--- src/rtl/strq_pkg.sv ---
package strq_pkg;

    localparam int LOG_STRIDES      = 10;
    localparam int LOG_STRIDE_BYTES = 7;
    localparam int STRIDES_PER_BUF  = 1 << LOG_STRIDES;
    localparam int OP_W             = 4;
    localparam int BID_W            = 4;
    localparam int IDX_W            = LOG_STRIDES;
    localparam int SCNT_W           = 15;
    localparam int WORD_W           = SCNT_W + 1;
    localparam int BCNT_W           = 16;
    localparam int OFF_W            = LOG_STRIDES + LOG_STRIDE_BYTES + 1;
    localparam int SPAN_W           = SCNT_W + LOG_STRIDE_BYTES;
    localparam int LED_W            = LOG_STRIDES + 1;
    localparam int HDR_CAP          = 128;
    localparam int HLEN_W           = 8;

    typedef enum logic [1:0] {
        CQ_GOOD   = 2'd0,
        CQ_FILLER = 2'd1,
        CQ_ERROR  = 2'd2
    } cq_kind_e;

    typedef struct packed {
        logic [OP_W-1:0]   op;
        logic [BID_W-1:0]  bid;
        logic [IDX_W-1:0]  idx;
        logic              filler;
        logic [SCNT_W-1:0] strides;
        logic [BCNT_W-1:0] bcnt;
    } cqe_t;

    typedef struct packed {
        logic [BID_W-1:0]  bid;
        logic [OFF_W-1:0]  off;
        logic [SPAN_W-1:0] span;
        logic [HLEN_W-1:0] hdr_len;
        logic              frag_vld;
        logic [OFF_W-1:0]  frag_off;
        logic [BCNT_W-1:0] frag_len;
        logic [BCNT_W-1:0] bcnt;
    } pkt_desc_t;

    function automatic cq_kind_e classify(input logic [OP_W-1:0] op,
                                          input logic filler,
                                          input logic [OP_W-1:0] good_op);
        if (op != good_op)
            return CQ_ERROR;
        else if (filler)
            return CQ_FILLER;
        else
            return CQ_GOOD;
    endfunction

endpackage

--- src/rtl/cqe_splitter.sv ---
module cqe_splitter
    import strq_pkg::*;
#(
    parameter logic [OP_W-1:0] GOOD_OP = 4'h2
) (
    input  cqe_t      cqe,
    output cq_kind_e  kind,
    output pkt_desc_t desc
);

    logic [HLEN_W-1:0] hlen;
    logic [OFF_W-1:0]  base;

    always_comb begin
        kind = classify(cqe.op, cqe.filler, GOOD_OP);
        base = OFF_W'({cqe.idx, LOG_STRIDE_BYTES'(0)});
        if (cqe.bcnt >= BCNT_W'(HDR_CAP))
            hlen = HLEN_W'(HDR_CAP);
        else
            hlen = cqe.bcnt[HLEN_W-1:0];

        desc.bid      = cqe.bid;
        desc.off      = base;
        desc.span     = SPAN_W'({cqe.strides, LOG_STRIDE_BYTES'(0)});
        desc.hdr_len  = hlen;
        desc.frag_vld = cqe.bcnt > BCNT_W'(HDR_CAP);
        desc.frag_off = base + OFF_W'(hlen);
        desc.frag_len = cqe.bcnt - BCNT_W'(hlen);
        desc.bcnt     = cqe.bcnt;
    end

endmodule

--- src/rtl/stride_ledger.sv ---
module stride_ledger
    import strq_pkg::*;
#(
    parameter int NUM_BUFS = 16
) (
    input  logic              clk,
    input  logic              rst,
    input  logic              post_vld,
    input  logic [BID_W-1:0]  post_bid,
    input  logic              acc_vld,
    input  logic [BID_W-1:0]  acc_bid,
    input  logic [SCNT_W-1:0] acc_strides,
    output logic              rel_vld,
    output logic [BID_W-1:0]  rel_bid
);

    localparam logic [WORD_W-1:0] LIMIT = WORD_W'(STRIDES_PER_BUF);

    logic [LED_W-1:0]  tally [NUM_BUFS];
    logic [LED_W-1:0]  cur;
    logic              hit;
    logic [WORD_W-1:0] sum;
    logic              full;
    logic [LED_W-1:0]  nxt;

    always_comb begin
        cur = '0;
        hit = 1'b0;
        for (int i = 0; i < NUM_BUFS; i++) begin
            if (acc_bid == BID_W'(i)) begin
                cur = tally[i];
                hit = 1'b1;
            end
        end
        sum  = WORD_W'(cur) + WORD_W'(acc_strides);
        full = sum >= LIMIT;
        nxt  = full ? LED_W'(STRIDES_PER_BUF) : sum[LED_W-1:0];
    end

    always_ff @(posedge clk) begin
        for (int i = 0; i < NUM_BUFS; i++) begin
            if (rst)
                tally[i] <= '0;
            else if (post_vld && post_bid == BID_W'(i))
                tally[i] <= '0;
            else if (acc_vld && acc_bid == BID_W'(i))
                tally[i] <= nxt;
        end
    end

    always_ff @(posedge clk) begin
        if (rst) begin
            rel_vld <= 1'b0;
            rel_bid <= '0;
        end else begin
            rel_vld <= acc_vld && hit && full;
            rel_bid <= acc_bid;
        end
    end

endmodule

--- src/rtl/cq_stat_counters.sv ---
module cq_stat_counters
    import strq_pkg::*;
#(
    parameter int CNT_W = 32
) (
    input  logic              clk,
    input  logic              rst,
    input  logic              inc_pkt,
    input  logic              inc_fill,
    input  logic              inc_err,
    input  logic [BCNT_W-1:0] add_bytes,
    output logic [CNT_W-1:0]  cnt_pkts,
    output logic [CNT_W-1:0]  cnt_bytes,
    output logic [CNT_W-1:0]  cnt_filler,
    output logic [CNT_W-1:0]  cnt_err
);

    localparam int NEV = 3;

    logic [NEV-1:0]   ev;
    logic [CNT_W-1:0] tallies [NEV];

    assign ev = {inc_err, inc_fill, inc_pkt};

    generate
        for (genvar g = 0; g < NEV; g++) begin : g_evc
            always_ff @(posedge clk) begin
                if (rst)
                    tallies[g] <= '0;
                else if (ev[g])
                    tallies[g] <= tallies[g] + CNT_W'(1);
            end
        end
    endgenerate

    always_ff @(posedge clk) begin
        if (rst)
            cnt_bytes <= '0;
        else if (inc_pkt)
            cnt_bytes <= cnt_bytes + CNT_W'(add_bytes);
    end

    assign cnt_pkts   = tallies[0];
    assign cnt_filler = tallies[1];
    assign cnt_err    = tallies[2];

endmodule

--- src/rtl/stride_cq_handler.sv ---
module stride_cq_handler
    import strq_pkg::*;
#(
    parameter int               NUM_BUFS = 16,
    parameter int               CNT_W    = 32,
    parameter logic [OP_W-1:0]  GOOD_OP  = 4'h2
) (
    input  logic              clk,
    input  logic              rst,
    input  logic              cq_valid,
    output logic              cq_ready,
    input  logic [OP_W-1:0]   cq_opcode,
    input  logic [BID_W-1:0]  cq_buf_id,
    input  logic [IDX_W-1:0]  cq_stride_idx,
    input  logic [WORD_W-1:0] cq_fill_strides,
    input  logic [BCNT_W-1:0] cq_byte_cnt,
    input  logic              post_valid,
    input  logic [BID_W-1:0]  post_buf_id,
    output logic              pkt_valid,
    output logic [BID_W-1:0]  pkt_buf_id,
    output logic [OFF_W-1:0]  pkt_offset,
    output logic [SPAN_W-1:0] pkt_span,
    output logic [HLEN_W-1:0] pkt_hdr_len,
    output logic              pkt_frag_valid,
    output logic [OFF_W-1:0]  pkt_frag_offset,
    output logic [BCNT_W-1:0] pkt_frag_len,
    output logic [BCNT_W-1:0] pkt_byte_cnt,
    output logic              rel_valid,
    output logic [BID_W-1:0]  rel_buf_id,
    output logic [CNT_W-1:0]  cnt_pkts,
    output logic [CNT_W-1:0]  cnt_bytes,
    output logic [CNT_W-1:0]  cnt_filler,
    output logic [CNT_W-1:0]  cnt_err
);

    cqe_t      rec;
    cq_kind_e  kind;
    pkt_desc_t desc_d;
    pkt_desc_t desc_q;
    logic      take;
    logic      is_good;

    // The repost owns the tally write port in its cycle.
    assign cq_ready = !post_valid;
    assign take     = cq_valid && cq_ready;

    always_comb begin
        rec.op      = cq_opcode;
        rec.bid     = cq_buf_id;
        rec.idx     = cq_stride_idx;
        rec.filler  = cq_fill_strides[WORD_W-1];
        rec.strides = cq_fill_strides[SCNT_W-1:0];
        rec.bcnt    = cq_byte_cnt;
    end

    cqe_splitter #(.GOOD_OP(GOOD_OP)) u_split (
        .cqe  (rec),
        .kind (kind),
        .desc (desc_d)
    );

    assign is_good = take && (kind == CQ_GOOD);

    stride_ledger #(.NUM_BUFS(NUM_BUFS)) u_ledger (
        .clk         (clk),
        .rst         (rst),
        .post_vld    (post_valid),
        .post_bid    (post_buf_id),
        .acc_vld     (take),
        .acc_bid     (rec.bid),
        .acc_strides (rec.strides),
        .rel_vld     (rel_valid),
        .rel_bid     (rel_buf_id)
    );

    cq_stat_counters #(.CNT_W(CNT_W)) u_stats (
        .clk        (clk),
        .rst        (rst),
        .inc_pkt    (is_good),
        .inc_fill   (take && (kind == CQ_FILLER)),
        .inc_err    (take && (kind == CQ_ERROR)),
        .add_bytes  (rec.bcnt),
        .cnt_pkts   (cnt_pkts),
        .cnt_bytes  (cnt_bytes),
        .cnt_filler (cnt_filler),
        .cnt_err    (cnt_err)
    );

    always_ff @(posedge clk) begin
        if (rst) begin
            pkt_valid <= 1'b0;
            desc_q    <= '0;
        end else begin
            pkt_valid <= is_good;
            if (is_good)
                desc_q <= desc_d;
        end
    end

    assign pkt_buf_id      = desc_q.bid;
    assign pkt_offset      = desc_q.off;
    assign pkt_span        = desc_q.span;
    assign pkt_hdr_len     = desc_q.hdr_len;
    assign pkt_frag_valid  = desc_q.frag_vld;
    assign pkt_frag_offset = desc_q.frag_off;
    assign pkt_frag_len    = desc_q.frag_len;
    assign pkt_byte_cnt    = desc_q.bcnt;

endmodule

--- config.mk ---
export PLATFORM = sky130hd
export DESIGN_NAME = stride_cq_handler
export DESIGN_NICKNAME = d
export VERILOG_FILES = /design/src/rtl/strq_pkg.sv /design/src/rtl/cqe_splitter.sv /design/src/rtl/stride_ledger.sv /design/src/rtl/cq_stat_counters.sv /design/src/rtl/stride_cq_handler.sv
export SDC_FILE = /design/constraint.sdc
export NUM_CORES = 1
export LEC_CHECK = 0
export ABC_CLOCK_PERIOD_IN_PS = 5420
export BUFFER_PORTS_ARGS = -buffer_cell sky130_fd_sc_hd__buf_2
export CORE_MARGIN = 2
export CORE_UTILIZATION = 33
export DETAILED_ROUTE_END_ITERATION = 8
export PLACE_DENSITY = 0.6
export SKIP_LAST_GASP = 1
export SYNTH_ARGS = -nofsm -noshare
export SYNTH_HDL_FRONTEND = slang
export SYNTH_SLANG_ARGS = --single-unit
--- constraint.sdc ---
create_clock -name clk -period 5.42 [get_ports clk]
set_clock_uncertainty 0.15 [all_clocks]
set_input_delay 0.271 -clock clk [delete_from_list [all_inputs] [get_ports clk]]
set_output_delay 0.271 -clock clk [all_outputs]
set_load 0.02 [all_outputs]
Word-level counts from Yosys, hierarchy flattened
Memories as Yosys holds them, arrays and structs flattened.
Index checks and enable logic that the tools add are counted.
{ "word_totals": {"out_inout_bits": 238, "latchBits": 0, "memories": 2, "inputBits": 58, "ramBits": 272, "rom_bits": 0, "ff_bits": 126} }
{ "classes": {"n_reduce_logical": 42, "multipliers": 0, "magnitude_cmp": 3, "bitwise": 35, "shift": 0, "div_mod_pow": 0, "n_eq_ne": 33, "n_addsub": 7, "n_mux": 194} }
{ "memory_table": {"columns": ["memory", "depth", "word_bits", "rd", "rd_clocked_by_memory_dff", "write_ports", "line_no", "text"], "rows": [
  ["u_ledger.tally", 16, 11, 16, 0, 16, "stride_ledger.sv:19", "logic [LED_W-1:0] tally [NUM_BUFS];"],
  ["u_stats.tallies", 3, 32, 3, 0, 3, "cq_stat_counters.sv:21", "logic [CNT_W-1:0] tallies [NEV];"]
]} }
{ "op_table": {"columns": ["operator", "count"], "rows": [
  ["$mux W11", 49],
  ["$mux W1", 140],
  ["$add A32 B1 Y32 const B", 3],
  ["$mux W32", 3],
  ["$eq A4 B4 Y1 const B", 16],
  ["$logic_and A1 B1 Y1", 38],
  ["$or A1 B1 Y1", 35],
  ["$add A32 B16 Y32", 1],
  ["$eq A4 B3 Y1 const B", 8],
  ["$add A17 B8 Y18", 1],
  ["$add A11 B15 Y16", 1],
  ["$eq A4 B2 Y1 const B", 4],
  ["$ge A16 B11 Y1 const B", 1],
  ["$ge A16 B8 Y1 const B", 1],
  ["$gt A16 B8 Y1 const B", 1],
  ["$sub A16 B8 Y16", 1],
  ["$eq A4 B1 Y1 const B", 2],
  ["$logic_not A4 Y1", 2],
  ["$mux W8", 1],
  ["$ne A4 B2 Y1 const B", 1],
  ["$eq A2 B1 Y1 const B", 1],
  ["$eq A2 B2 Y1 const B", 1],
  ["$logic_not A2 Y1", 1],
  ["$mux W2", 1],
  ["$logic_not A1 Y1", 1]
]} }

Longest topological paths before layout
{ "logic_depth": {"ltp_word": 21, "ltp_mapped": 21} }

Cells and area by module
Synthesis repeated with hierarchy kept, for this count alone.
{ "hier_totals": {"hier_cells": 2282, "area_unflattened_um2": 23228.5} }
{ "modules_own_cells": {"columns": ["mod", "cells_per_inst", "n_inst", "area_per_inst_um2"], "rows": [
  ["stride_ledger", 945, 1, 10307.4],
  ["cq_stat_counters", 724, 1, 7119.3],
  ["stride_cq_handler", 454, 1, 4670.7],
  ["cqe_splitter", 159, 1, 1131.1]
]} }

Worst setup path before layout
No wires, ideal clock.
{ "synth_timing": {"kind": "input-to-reg", "startpoint": "input cq_buf_id[1]", "endpoint": "memory u_ledger.tally[13][0] (netlist bit) (data pin)", "t_arrival_ns": 3.907, "path_slack_ns": 1.108, "cell_stages": 19, "t_required_ns": 5.015, "path_cell_list": "clkbuf_1 -> clkbuf_1 -> buf_2 -> mux2i_1 -> nor2_1 -> a31oi_1 -> o21ai_0 -> a31oi_1 -> o21ai_0 -> ha_1 -> a2111oi_4 -> o211ai_1 -> nand3_1 -> mux2i_2 -> nor2_4 -> and2_1 -> buf_4 -> buf_6 -> and3_1"} }
{ "synth_lines": {"columns": ["item", "line_no", "text"], "rows": [
  ["start, declared", "stride_cq_handler.sv:13", "input logic [BID_W-1:0] cq_buf_id,"],
  ["end, declared", "stride_ledger.sv:19", null]
]} }

==> flow_summary.json <==
{
  "first_pass_iters": 6,
  "core_sq_um": 58800,
  "max_clock_freq_mhz": 222,
  "postCtsSetupRepairBufs": 0,
  "seq_area_frac_synth_pct": 54.0,
  "whs_ns": 0.0661,
  "grt_util_all_layers_pct": 19.8,
  "max_cap_viol_count": 0,
  "htree_levels": 2,
  "ys_seq_elements": 391,
  "worstPathRequired_ns": 5.60,
  "antenna_found_initial": 3,
  "fin_nets": 2347,
  "dieArea_sq_um": 61200,
  "hold_viol_final": 0,
  "numCtsBuffers": 45,
  "fin_cells": 3067,
  "finalCriticalPeriod_ns": 4.50,
  "reg2reg_slack_ns": 0.98,
  "gr-total-overflow": 0,
  "syn_to_final_growth_pct": 21.5,
  "grt-busiest-layer": "met2",
  "post-route-drc-count": 0,
  "cp_max_fo": 66,
  "synth_area_sq_um": 19500,
  "cts_tree": "yes",
  "wl_per_cell_um": 20.6,
  "final_layout_size_suffix_gt1_share_pct": 19.2,
  "grtUsageMet1_pct": 26.6,
  "gp_congestion": 0.970,
  "hpwl_um": 44200,
  "path_cells": "buf_2 -> inv_1 -> or3_1 -> buf_4 -> o21ai_0 -> a221oi_1 -> nand3_1 -> a2bb2oi_1 -> ha_1 -> a211oi_1 -> o211ai_1 -> nand3_1 -> mux2i_4 -> buf_12 -> or3_1 -> nor2_1",
  "portBuffers": 280,
  "slowest_delay_ns": 0.47,
  "grt_use_met3_pct": 5.10,
  "cp-end-kind": "flop",
  "wirelength_um": 63100,
  "ir_worst_vdd_mv": 0.185,
  "grt_max_degree": 97,
  "worst_slew_pin_slew_ns": 1.26,
  "grt_pass1_vias": 15600,
  "min_path_type": "primary input to flop",
  "avgViaCountPerCell": 5.38,
  "synth_ff_type": "edfxtp_1",
  "slew_viol_final": 0,
  "async_reset_ff_share_pct": 0,
  "die_w_um": 247,
  "worst_skew_pair.late_latency_ns": 0.59,
  "clkTransAtPathRegs_ns": 0.06,
  "dp_cells": 2937,
  "yosysWarnings": 0,
  "status": "finished, final reports clean",
  "critPathKind": "primary input to flop",
  "postLayoutCoreUtil_pct": 40.4,
  "slew_headroom_pct": 15.9,
  "crit_arrival_ns": 4.68,
  "clock_sinks": 391,
  "startpoint_type": "primary input",
  "cts_root_buffer": "clkbuf_16",
  "drt-initial-drc-count": 1665,
  "start_util_pct": 33.2,
  "netlist.area_leader.share_pct": 41.8,
  "dieHeight_um": 247,
  "netlist.top_cell.by_area": "edfxtp_1",
  "avgSynthCellArea_sq_um": 10.0,
  "io_pins": 296,
  "fp-row-count": 89,
  "crit_slowest_cell": "buf_2",
  "fin_setup_tns_ns": 0,
  "leakagePower_uw": 0.00894,
  "netlist_instances": 1954,
  "fin_crit_sh_pct": 83.0,
  "rsz0062_at_grt": "false",
  "use_met2_pct": 30.4,
  "route.vias.total": 16500,
  "crit_family": "simple AND/OR/NAND/NOR gates",
  "drtAntennaViolNets": 0,
  "grt_pass1_wl_um": 93700,
  "crit_buf_inv": 4,
  "setup_viol": 0,
  "power.density_nw_per_um2": 315,
  "yosysUniqueCellTypes": 84,
  "cts_buffer_depth": 3,
  "synth-edff-count": 272,
  "synth_area_leaders": "edfxtp_1 (42%), dfxtp_1 (12%), nor2_1 (5.0%)"
}
cells in the final DEF, fill, tap and decap left out, drive strengths merged, types with 15 or more instances in the layout:
cell,synthesis,final
nor4,79,79
conb,2,16
nor2,263,263
xor2,80,80
o21ai,70,70
nor3,52,52
a21oi,128,128
mux2i,20,20
inv,25,26
nand3,61,61
nand2,251,251
ha,33,33
xnor2,46,46
dfxtp,119,119
clkbuf,73,62
buf,63,332
a211oi,26,26
and4,15,15
nand4,28,28
dlygate4sd3,0,43
edfxtp,272,272
and3,44,44
or3,27,27
metal layers:
layer  routed length (um)  vias up
met3                 5810      134
met5                    0        -
met2                28300      717
met1                26500     7956
met4                 2560        0
li1                     -     7687
kinds of logic (layout without fill, tap and decap cells):
group	after synthesis	count (layout)	share of synthesized area [%]
multiplexers	30	30	1.91
other	2	20	0.0384
flip-flops	391	391	54.0
XOR/XNOR	126	126	5.65
AND/OR/NAND/NOR	879	879	21.4
adder cells (fa/ha/maj)	35	35	2.32
AO/OA/AOI/OAI	330	330	10.7
buffers and inverters	161	483	3.89
path summary, 6_finish.rpt:
kind,startpoint,end,cells past startpoint
worst max-delay path,cq_buf_id[3],u_ledger.tally[11][7]$_SDFFCE_PN0P_,16
worst min-delay path,cq_buf_id[1],pkt_buf_id[1]$_SDFFE_PP0P_,3
worst max register to register,u_ledger.tally[0][0]$_SDFFCE_PN0P_,u_ledger.tally[15][2]$_SDFFCE_PN0P_,13
worst min register to register,pkt_byte_cnt[13]$_SDFFE_PP0P_,pkt_byte_cnt[13]$_SDFFE_PP0P_,2
area by class of cell:
cell class                      instances  area (sq um)
Tap cell                              773           967
Clock inverter                         21           265
Clock buffer                           62          1300
Multi-Input combinational cell       1416          8300
Sequential cell                       391         10600
Inverter                               25          93.8
Fill cell                            5715         35100
Antenna cell                            4          10.0
Timing Repair Buffer                  375          2250
tightest hold or removal path, stage by stage:
cell	delay, ns
buf_2	0.27
nand2_1	0.13
a21oi_1	0.06
cells in the mapped netlist (28+ instances only):
cell	instances
a21oi_1	128
and3_1	44
clkbuf_1	73
dfxtp_1	119
edfxtp_1	272
ha_1	33
nand2_1	251
nand3_1	61
nand4_1	28
nor2_1	260
nor3_1	51
nor4_1	79
o21ai_0	67
xnor2_1	46
xor2_1	80
where the power goes:
part | total (uW) | internal [uW] | switching, uW
Combinational | 916 | 273 | 643
Clock | 3230 | 1960 | 1270
Sequential | 3340 | 3280 | 62.6
state kept, by name, indices dropped and copies added, names as in the netlist, 4 cells and up:
| name | count |
|---|---|
| pkt_buf_id | 4 |
| pkt_frag_offset | 11 |
| pkt_span | 15 |
| pkt_hdr_len | 8 |
| u_ledger.rel_bid | 4 |
| pkt_frag_len | 16 |
| pkt_byte_cnt | 16 |
| u_stats.cnt_bytes | 32 |
| pkt_offset | 10 |
| u_ledger.tally | 176 |
| u_stats.tallies | 96 |
through the flow:
| step | total power, uW | cell area (sq um) | worst slack, ns |
|---|---|---|---|
| floorplan | 3930 | 19600 | 1.11 |
| global placement | 4270 | 21700 | 0.536 |
| detailed placement | 4280 | 21700 | 0.480 |
| CTS | 7530 | 23700 | 1.04 |
| global route | 7720 | 23700 | 0.744 |
| finish | 7490 | 23700 | 0.924 |
timing repair:
item	4_1_cts	5_1_grt
gates resized for setup	0	0
hold buffers	43	0
endpoints found under the hold margin	82	0
setup endpoints to repair	0	0
Power figures use the tool's default switching activity.
